## src/rtl/keyed_wdog_pkg.sv

```systemverilog
package keyed_wdog_pkg;

    localparam int          CRV_W         = 12;
    localparam logic [11:0] MODE_KEY      = 12'hABC;
    localparam logic [11:0] CCR_KEY       = 12'h920;
    localparam logic [31:0] RESTART_MAGIC = 32'h0000_1999;

    typedef enum logic [1:0] {
        REG_MODE = 2'd0,
        REG_CCR  = 2'd1,
        REG_KICK = 2'd2,
        REG_STAT = 2'd3
    } reg_sel_e;

    typedef struct packed {
        logic [1:0] len;
        logic       irq_en;
        logic       rst_en;
        logic       en;
    } mode_t;

    typedef struct packed {
        logic [CRV_W-1:0] crv;
        logic [1:0]       psel;
    } ccr_t;

endpackage

```

## src/rtl/wdog_regs.sv

```systemverilog
module wdog_regs
    import keyed_wdog_pkg::*;
(
    input  logic        clk,
    input  logic        rst_n,
    input  logic [3:0]  addr,
    input  logic        we,
    input  logic [31:0] wdata,
    input  logic        expired,
    output logic [31:0] rdata,
    output mode_t       mode,
    output ccr_t        ccr,
    output logic        kick,
    output logic        start
);

    typedef struct packed {
        mode_t mode;
        ccr_t  ccr;
    } regs_t;

    regs_t      st_d, st_q;
    logic       aligned;
    reg_sel_e   sel;
    logic [11:0] key;

    always_comb begin
        st_d    = st_q;
        kick    = 1'b0;
        start   = 1'b0;
        rdata   = '0;
        aligned = (addr[1:0] == 2'b00);
        sel     = reg_sel_e'(addr[3:2]);
        key     = wdata[23:12];
        if (we && aligned) begin
            case (sel)
                REG_MODE: if (key == MODE_KEY) begin
                    st_d.mode.en     = wdata[0];
                    st_d.mode.rst_en = wdata[1];
                    st_d.mode.irq_en = wdata[2];
                    st_d.mode.len    = wdata[5:4];
                    start            = wdata[0] && !st_q.mode.en;
                end
                REG_CCR: if (key == CCR_KEY) begin
                    st_d.ccr.crv  = wdata[13:2];
                    st_d.ccr.psel = wdata[1:0];
                end
                REG_KICK: kick = (wdata == RESTART_MAGIC);
                default: ;
            endcase
        end
        if (aligned) begin
            case (sel)
                REG_MODE: rdata = {26'd0, st_q.mode.len, 1'b0, st_q.mode.irq_en,
                                   st_q.mode.rst_en, st_q.mode.en};
                REG_CCR:  rdata = {18'd0, st_q.ccr.crv, st_q.ccr.psel};
                REG_STAT: rdata = {31'd0, expired};
                default:  rdata = '0;
            endcase
        end
    end

    always_ff @(posedge clk) begin
        if (!rst_n) st_q <= '0;
        else        st_q <= st_d;
    end

    assign mode = st_q.mode;
    assign ccr  = st_q.ccr;


    mode_key_guard_chk: assert property (@(posedge clk) disable iff (!rst_n)
        (we && addr == 4'h0 && wdata[23:12] != MODE_KEY) |=> $stable(st_q.mode));


    ccr_key_guard_chk: assert property (@(posedge clk) disable iff (!rst_n)
        (we && addr == 4'h4 && wdata[23:12] != CCR_KEY) |=> $stable(st_q.ccr));

endmodule

```

## src/rtl/wdog_prescaler.sv

```systemverilog
module wdog_prescaler #(
    parameter int DIV0_LOG = 3,
    parameter int DIV1_LOG = 6,
    parameter int DIV2_LOG = 9,
    parameter int DIV3_LOG = 12
) (
    input  logic       clk,
    input  logic       rst_n,
    input  logic       en,
    input  logic       clear,
    input  logic [1:0] psel,
    output logic       tick
);

    localparam int M01 = (DIV0_LOG > DIV1_LOG) ? DIV0_LOG : DIV1_LOG;
    localparam int M23 = (DIV2_LOG > DIV3_LOG) ? DIV2_LOG : DIV3_LOG;
    localparam int PW  = ((M01 > M23) ? M01 : M23) + 1;

    logic [PW-1:0] pcnt_d, pcnt_q;
    logic [PW-1:0] lim;

    always_comb begin
        case (psel)
            2'd0:    lim = PW'((64'd1 << DIV0_LOG) - 64'd1);
            2'd1:    lim = PW'((64'd1 << DIV1_LOG) - 64'd1);
            2'd2:    lim = PW'((64'd1 << DIV2_LOG) - 64'd1);
            default: lim = PW'((64'd1 << DIV3_LOG) - 64'd1);
        endcase
        tick = en && !clear && (pcnt_q == lim);
        if (!en || clear || tick) pcnt_d = '0;
        else                      pcnt_d = pcnt_q + PW'(1);
    end

    always_ff @(posedge clk) begin
        if (!rst_n) pcnt_q <= '0;
        else        pcnt_q <= pcnt_d;
    end


    tick_wrap_chk: assert property (@(posedge clk) disable iff (!rst_n)
        tick |=> (pcnt_q == '0));

endmodule

```

## src/rtl/wdog_counter.sv

```systemverilog
module wdog_counter
    import keyed_wdog_pkg::*;
#(
    parameter int COARSE_SHIFT = 12,
    localparam int CNT_W       = CRV_W + COARSE_SHIFT
) (
    input  logic             clk,
    input  logic             rst_n,
    input  logic             en,
    input  logic             reload,
    input  logic             tick,
    input  logic [CRV_W-1:0] crv,
    output logic             expire
);

    logic [CNT_W-1:0] cnt_d, cnt_q;
    logic [CNT_W-1:0] load_val;

    always_comb begin
        load_val = {crv, {COARSE_SHIFT{1'b1}}};
        expire   = en && tick && (cnt_q == CNT_W'(1));
        cnt_d    = cnt_q;
        if (reload)                           cnt_d = load_val;
        else if (en && tick && cnt_q != '0)   cnt_d = cnt_q - CNT_W'(1);
    end

    always_ff @(posedge clk) begin
        if (!rst_n) cnt_q <= '0;
        else        cnt_q <= cnt_d;
    end


    cnt_no_rise_chk: assert property (@(posedge clk) disable iff (!rst_n)
        !reload |=> (cnt_q <= $past(cnt_q)));


    expire_to_zero_chk: assert property (@(posedge clk) disable iff (!rst_n)
        expire |=> (cnt_q == '0));


    frozen_when_off_chk: assert property (@(posedge clk) disable iff (!rst_n)
        (!en && !reload) |=> $stable(cnt_q));

endmodule

```

## src/rtl/wdog_alarm.sv

```systemverilog
module wdog_alarm (
    input  logic       clk,
    input  logic       rst_n,
    input  logic       expire,
    input  logic       kick,
    input  logic       rst_en,
    input  logic       irq_en,
    input  logic [1:0] len,
    output logic       rst_o,
    output logic       irq_o,
    output logic       expired
);

    typedef struct packed {
        logic [4:0] pulse;
        logic       irq;
        logic       stat;
    } alarm_t;

    alarm_t al_d, al_q;

    always_comb begin
        al_d = al_q;
        if (expire && rst_en)      al_d.pulse = 5'd2 << len;
        else if (al_q.pulse != '0) al_d.pulse = al_q.pulse - 5'd1;
        if (expire) begin
            al_d.stat = 1'b1;
            if (irq_en) al_d.irq = 1'b1;
        end else if (kick) begin
            al_d.stat = 1'b0;
            al_d.irq  = 1'b0;
        end
    end

    always_ff @(posedge clk) begin
        if (!rst_n) al_q <= '0;
        else        al_q <= al_d;
    end

    assign rst_o   = (al_q.pulse != '0);
    assign irq_o   = al_q.irq;
    assign expired = al_q.stat;


    irq_hold_chk: assert property (@(posedge clk) disable iff (!rst_n)
        (al_q.irq && !kick) |=> al_q.irq);


    pulse_bound_chk: assert property (@(posedge clk) disable iff (!rst_n)
        al_q.pulse <= 5'd16);

endmodule

```

## src/rtl/keyed_wdog.sv

```systemverilog
module keyed_wdog
    import keyed_wdog_pkg::*;
#(
    parameter int COARSE_SHIFT = 12,
    parameter int DIV0_LOG     = 3,
    parameter int DIV1_LOG     = 6,
    parameter int DIV2_LOG     = 9,
    parameter int DIV3_LOG     = 12
) (
    input  logic        clk,
    input  logic        rst_n,
    input  logic [3:0]  bus_addr,
    input  logic        bus_we,
    input  logic [31:0] bus_wdata,
    output logic [31:0] bus_rdata,
    output logic        wdt_rst_o,
    output logic        wdt_irq_o
);

    mode_t mode;
    ccr_t  ccr;
    logic  kick, start, reload, tick, expire, expired;

    assign reload = kick || start;

    wdog_regs u_regs (
        .clk(clk), .rst_n(rst_n), .addr(bus_addr), .we(bus_we),
        .wdata(bus_wdata), .expired(expired), .rdata(bus_rdata),
        .mode(mode), .ccr(ccr), .kick(kick), .start(start)
    );

    wdog_prescaler #(
        .DIV0_LOG(DIV0_LOG), .DIV1_LOG(DIV1_LOG),
        .DIV2_LOG(DIV2_LOG), .DIV3_LOG(DIV3_LOG)
    ) u_pre (
        .clk(clk), .rst_n(rst_n), .en(mode.en), .clear(reload),
        .psel(ccr.psel), .tick(tick)
    );

    wdog_counter #(.COARSE_SHIFT(COARSE_SHIFT)) u_cnt (
        .clk(clk), .rst_n(rst_n), .en(mode.en), .reload(reload),
        .tick(tick), .crv(ccr.crv), .expire(expire)
    );

    wdog_alarm u_alarm (
        .clk(clk), .rst_n(rst_n), .expire(expire), .kick(kick),
        .rst_en(mode.rst_en), .irq_en(mode.irq_en), .len(mode.len),
        .rst_o(wdt_rst_o), .irq_o(wdt_irq_o), .expired(expired)
    );

endmodule

```

## config.mk

```make
export PLATFORM = sky130hd
export DESIGN_NAME = keyed_wdog
export DESIGN_NICKNAME = d
export VERILOG_FILES = /design/src/rtl/keyed_wdog_pkg.sv /design/src/rtl/wdog_regs.sv /design/src/rtl/wdog_prescaler.sv /design/src/rtl/wdog_counter.sv /design/src/rtl/wdog_alarm.sv /design/src/rtl/keyed_wdog.sv
export SDC_FILE = /design/constraint.sdc
export NUM_CORES = 1
export LEC_CHECK = 0
export BUFFER_PORTS_ARGS = -buffer_cell sky130_fd_sc_hd__buf_2
export CORE_ASPECT_RATIO = 1.5
export CORE_UTILIZATION = 40
export DETAILED_ROUTE_END_ITERATION = 10
export RECOVER_POWER = 50
export SLEW_MARGIN = 10
export SYNTH_ARGS = -nofsm -noshare
export SYNTH_HDL_FRONTEND = slang
export SYNTH_SLANG_ARGS = --single-unit
```

## constraint.sdc

```tcl
create_clock -name clk -period 6.2 [get_ports clk]
set_clock_uncertainty 0.2 [all_clocks]
set_input_delay 0 -clock clk [delete_from_list [all_inputs] [get_ports clk]]
set_output_delay 0 -clock clk [all_outputs]
set_load 0.02 [all_outputs]
```

Word level (Yosys, flattened, before mapping) --
Index checks and enable logic that the tools add are counted.
Word-level totals: bits in read-only memories 0, input bits 39, register bits 63, latch bits 0, memories kept 0, word-level logic and storage cells 67, RAM bits 0
Operators by class: bitwise logic cells 1, multipliers 0, $add $sub $neg 3, eq/ne operators 11, reduce and logical (&&, ||, !) cells 25, mux-type cells 15, div/mod/pow operators 0, $lt $le $gt $ge 0, shift operators 1
Operators by type and width (number):
- two-way mux 24 bit | 2
- case mux 14 bit (3 select lines) | 1
- case mux 12 bit (3 select lines) | 1
- equality test 32 x 13 -> 1 bit, second input constant | 1
- two-way mux 32 bit | 1
- equality test 12 bit, second input constant | 2
- equality test 24 x 1 -> 1 bit, second input constant | 1
- nonzero test 24 bit | 1
- subtractor 24 x 1 -> 24 bit, second input constant | 1
- adder 13 x 1 -> 13 bit, second input constant | 1
- equality test 13 x 12 -> 1 bit | 1
- two-way mux 5 bit | 2
- logical AND 1 bit | 8
- equality test 2 bit, second input constant | 3
- logical NOT 2 bit | 3
- two-way mux 1 bit | 6
- AND reduction 3 bit | 2
- nonzero test 2 bit | 3
- nonzero test 5 bit | 1
- << shifter 2 x 2 -> 5 bit, first input constant | 1
- subtractor 5 x 1 -> 5 bit, second input constant | 1
- equality test 2 x 1 -> 1 bit, second input constant | 2
- two-way mux 2 bit | 2
- logical OR 1 bit | 3
- 5 further kinds | 6

Depth between registers and ports, before layout --
word-level depth 13, depth in mapped cells 9

Hierarchy --
A second synthesis with hierarchy kept.
Unflattened totals: cell total of the unflattened synthesis 422, area total of the unflattened synthesis 3722.3 sq um
By module, submodules not included:
- wdog_counter | times used 1, sequential area each 480.5 sq um, cells an instance 162, area an instance 1438.9 sq um
- wdog_regs | times used 1, sequential area each 380.4 sq um, cells an instance 140, area an instance 1209.9 sq um
- wdog_prescaler | times used 1, sequential area each 260.2 sq um, cells an instance 77, area an instance 674.4 sq um
- wdog_alarm | times used 1, sequential area each 140.1 sq um, cells an instance 42, area an instance 392.9 sq um
- keyed_wdog | times used 1, sequential area each 0.0 sq um, cells an instance 1, area an instance 6.3 sq um

Worst setup path before layout --
No wires, ideal clock.
path kind register -> register, start point register u_regs.st_q (netlist bit u_regs.ccr[1]), end point register u_cnt.cnt_q[1], stages on the path, launching flop included 7, path buffers 0, setup time 70 ps, required time 5930 ps, data arrival time 2089 ps, slack 3841 ps, cell sequence dfxtp_1 or4_4 a211oi_2 nand4_2 nor2_1 mux2_2 a21oi_1
Between the ends: longest elaborated chain between the ends 7, elaborated cells on any way between the ends 9, classes of those cells 3 x eq/ne; 1 x mux; 5 x reduce/logical
Ends and longest elaborated chain:
- start, declared | line wdog_regs.sv:22 | regs_t st_d, st_q;
- start signal, assigned | line wdog_regs.sv:65 | else st_q <= st_d;
- equality test 2 bit (tied with other cells) | line wdog_prescaler.sv:23 | case (psel)
- case mux 12 bit (3 select lines) * | line wdog_prescaler.sv:23
- equality test 13 x 12 -> 1 bit * | line wdog_prescaler.sv:29 | tick = en && !clear && (pcnt_q == lim);
- logical AND 1 bit * | line wdog_prescaler.sv:29
- logical AND 1 bit * (2 in series) | line wdog_counter.sv:24 | else if (en && tick && cnt_q != '0) cnt_d = cnt_q - CNT_W'(1);
- nonzero test 2 bit (no source line) *
- end signal, assigned | line wdog_counter.sv:29 | else cnt_q <= cnt_d;
- end, declared | line wdog_counter.sv:16 | logic [CNT_W-1:0] cnt_d, cnt_q;
Every way passes the cells marked *; elsewhere a longest branch is shown, timed or not. A chain may end at the register's enable or synchronous reset.

Final worst setup path --
Same ends and word-level chain as after synthesis.

==> reports/qor.yml <==
run_status:
  status: "complete, no violations"
place:
  dp_hpwl_microns: 5898
  gp_congestion: 0.8281
  io_buffers: 54
clock_tree:
  cts_tree: "built"
  cts-root-buf: "clkbuf_16"
  cts_buffer_depth: 2
  cts_resized: 0
  h-tree-depth: 3
  clk_latency_ps: 330
  cts.sinks: 63
  cts_made_buffers: 9
  path_clk_slew_ps: 50
pwr:
  power.share.sequential_pct: 40.6
  p_leak_nw: 1.749
  p_sw_w: 0.0002020
  finalPower_w: 0.0009982
  power_frac_clock_pct: 54.9
  switching_share_pct: 20.23
  powerDensity_mw_per_mm2: 234.0
  internal_power_w: 0.0007962
  ir_worst_vdd_mv: 0.1457
  p_comb_share_pct: 4.5
drt:
  drt-initial-drc-count: 136
  vias: 3107
  firstDrtPassIters: 4
  route.detailed.drc: 0
  vias_per_cell: 5.284
  wirelength_microns: 8242
  ant_nets: 0
  avgRoutedWirePerCell_microns: 14.02
yosys:
  ys_ff_latch: 63
  yosys_most_used_dff: "dfxtp_1"
  async_reset_ff_share_pct: 0
  synth_seq_area_share_pct: 35.61
  synth_edf_count: 0
  syn_area_sq_mm: 0.003542
  synth.avg_cell_area_sq_um: 8.577
  synth_top_area_cell: "dfxtp_1"
  synth_cell_types: 54
  syn_inst: 413
  yosysWarnings: 0
  yosysTopAreaCellShare_pct: 35.61
  ys_top_cells_by_area: "dfxtp_1 36%, mux2i_1 7.1%, xnor2_1 6.4%, nor2_1 5.2%, buf_4 4.5%"
global_routing:
  antenna_found_initial: 0
  grt_pass1_wl_microns: 13540
  grt_pass1_vias: 2889
  grt_max_degree: 41
  track_usage_pct: 18.94
  grt_overflow_total: 0
layout:
  layout_common_cells: "63 x dfxtp_1, 49 x nor2_1, 42 x buf_2"
  drive_gt1_share_pct: 17.46
  num_antenna_cells: 0
  nFillCells: 820
  syn_to_final_growth_pct: 20.42
  final_nets: 520
  multi_input_area_sq_mm: 0.002101
  layout_commonest_cell: "dfxtp_1"
  seq_area_sq_mm: 0.001261
floorplanning:
  coreArea_sq_mm: 0.008516
  die_y_microns: 117.3
  start_util_pct: 41.60
  die_w_microns: 78.84
  dieArea_sq_mm: 0.009243
  core.rowCount: 41
  io_pins: 73
sta:
  min_period_over_period_pct: 53.60
  finalMaxSlewViolations: 0
  fin_crit_ps: 3323
  hold_viol: 0
  tns_ps: 0
  slew_headroom_pct: 31.78
  fmax_mhz: 300.9
  setup_viol: 0
  rsz0062_at_grt: "no"
  tightestPinTransition_ps: 1017
setup_path:
  crit_start: "u_regs.ccr[1]$_SDFFE_PN0P_"
  crit_path_end_kind: "flop"
  critPathMaxFanout: 23
  rr_startpoint: "u_regs.ccr[1]$_SDFFE_PN0P_"
  crit_arrival_ps: 3360
  crit_required_ps: 6240
  critPathKind: "flop to flop"
  start_kind: "flop"
  r2r_slack_ps: 2880
hold_path:
  hold_start: "bus_wdata[26]"
  min_path_type: "input port to flop"
run:
  drv_cap: 0
==> cells by family (layout without fill, tap and decap cells) <==
kind of cell | Yosys count | in the layout | synth area share [%]
AND/OR/NAND/NOR | 183 | 183 | 30.03
AO/OA/AOI/OAI | 57 | 57 | 9.573
other | 1 | 18 | 0.1059
multiplexers | 26 | 26 | 7.383
adder cells (fa/ha/maj) | 5 | 5 | 1.766
buffers and inverters | 44 | 95 | 7.135
flip-flops | 63 | 63 | 35.61
XOR/XNOR | 34 | 34 | 8.407
==> cell type report <==
cell class | count | area share [%]
multi-input cells | 323 | 49.25
flip-flops and latches | 63 | 29.57
repair buffers | 70 | 9.622
clock buffers | 13 | 6.102
well taps | 107 | 3.139
clock inverters | 3 | 1.525
inverters | 9 | 0.7920
==> per-layer routing <==
| layer | wire [microns] | vias to the layer above | global-route usage [%] |
|---|---|---|---|
| li1 | - | 1556 | - |
| met1 | 3536 | 1475 | 20.83 |
| met2 | 4299 | 62 | 34.61 |
| met3 | 212 | 14 | 3.488 |
| met4 | 193 | 0 | 9.697 |
| met5 | 0 | - | 0 |
==> synthesized netlist by cell type, types with 4 or more instances <==
cell / n
nand3b_1: 4
xor2_1: 8
nand2_1: 23
nor3_2: 10
inv_1: 8
and2_1: 13
nand3_1: 11
o21ai_0: 14
a21oi_1: 26
and3_1: 8
nor4_1: 6
buf_4: 21
xnor2_1: 26
nand4_1: 12
ha_1: 5
or3_1: 7
mux2i_1: 25
dfxtp_1: 63
nor3_1: 15
nor4bb_1: 4
clkbuf_1: 11
nor2_1: 49
==> registers in the layout (all words and copies together) (netlist names) <==
signal / cells
u_cnt.cnt_q: 24
u_alarm.al_q: 5
u_pre.pcnt_q: 13
u_regs.mode: 5
u_alarm.expired: 1
u_regs.ccr: 14
u_alarm.irq_o: 1
==> worst paths after layout <==
check	endpoint	cells past startpoint
max	u_cnt.cnt_q[1]$_SDFFE_PN0P_	6
max reg2reg	u_cnt.cnt_q[1]$_SDFFE_PN0P_	6
min	u_pre.pcnt_q[1]$_SDFF_PP0_	4
min reg2reg	u_pre.pcnt_q[0]$_SDFF_PP0_	1
==> stage by stage <==
stage | utilization, % | setup WS [ps] | std cells | instance area (sq um) | hold slack, ps
detailed placement | 44.80 | 2886 | 558 | 3815 | 55.33
floorplan | - | 3841 | 430 | 3606 | -116.9
finish | 50.09 | 2877 | 588 | 4265 | 20.86
global route | 50.09 | 2508 | 588 | 4265 | 72.94
CTS | 50.26 | 2873 | 588 | 4280 | 43.60
global placement | 44.80 | 2975 | 558 | 3815 | 48.27
==> repair_timing <==
action	4_1_cts	5_1_grt
setup buffers	0	0
hold buffers	14	0
endpoints found under the hold margin	35	0
==> power groups by stage <==
| stage | Combinational [W] | Sequential (W) | Clock [W] |
|---|---|---|---|
| 6_report | 0.0000451 | 0.000405 | 0.000548 |
| 3_5_place_dp | 0.0000387 | 0.000414 | 0 |
| 3_3_place_gp | 0.0000383 | 0.000414 | 0 |
| 2_1_floorplan | 0.0000295 | 0.000414 | 0 |
| 5_1_grt | 0.0000494 | 0.000405 | 0.000575 |
| 4_1_cts | 0.0000451 | 0.000405 | 0.000560 |
==> worst max-delay path, stage by stage, from the launching register on <==
cell,delay [ps]
dfxtp_1,370
or4_4,570
a211oi_2,280
nand4_2,660
nor2_1,610
mux2_2,390
a21oi_1,140
No activity file was read; power rests on OpenSTA's default activity.
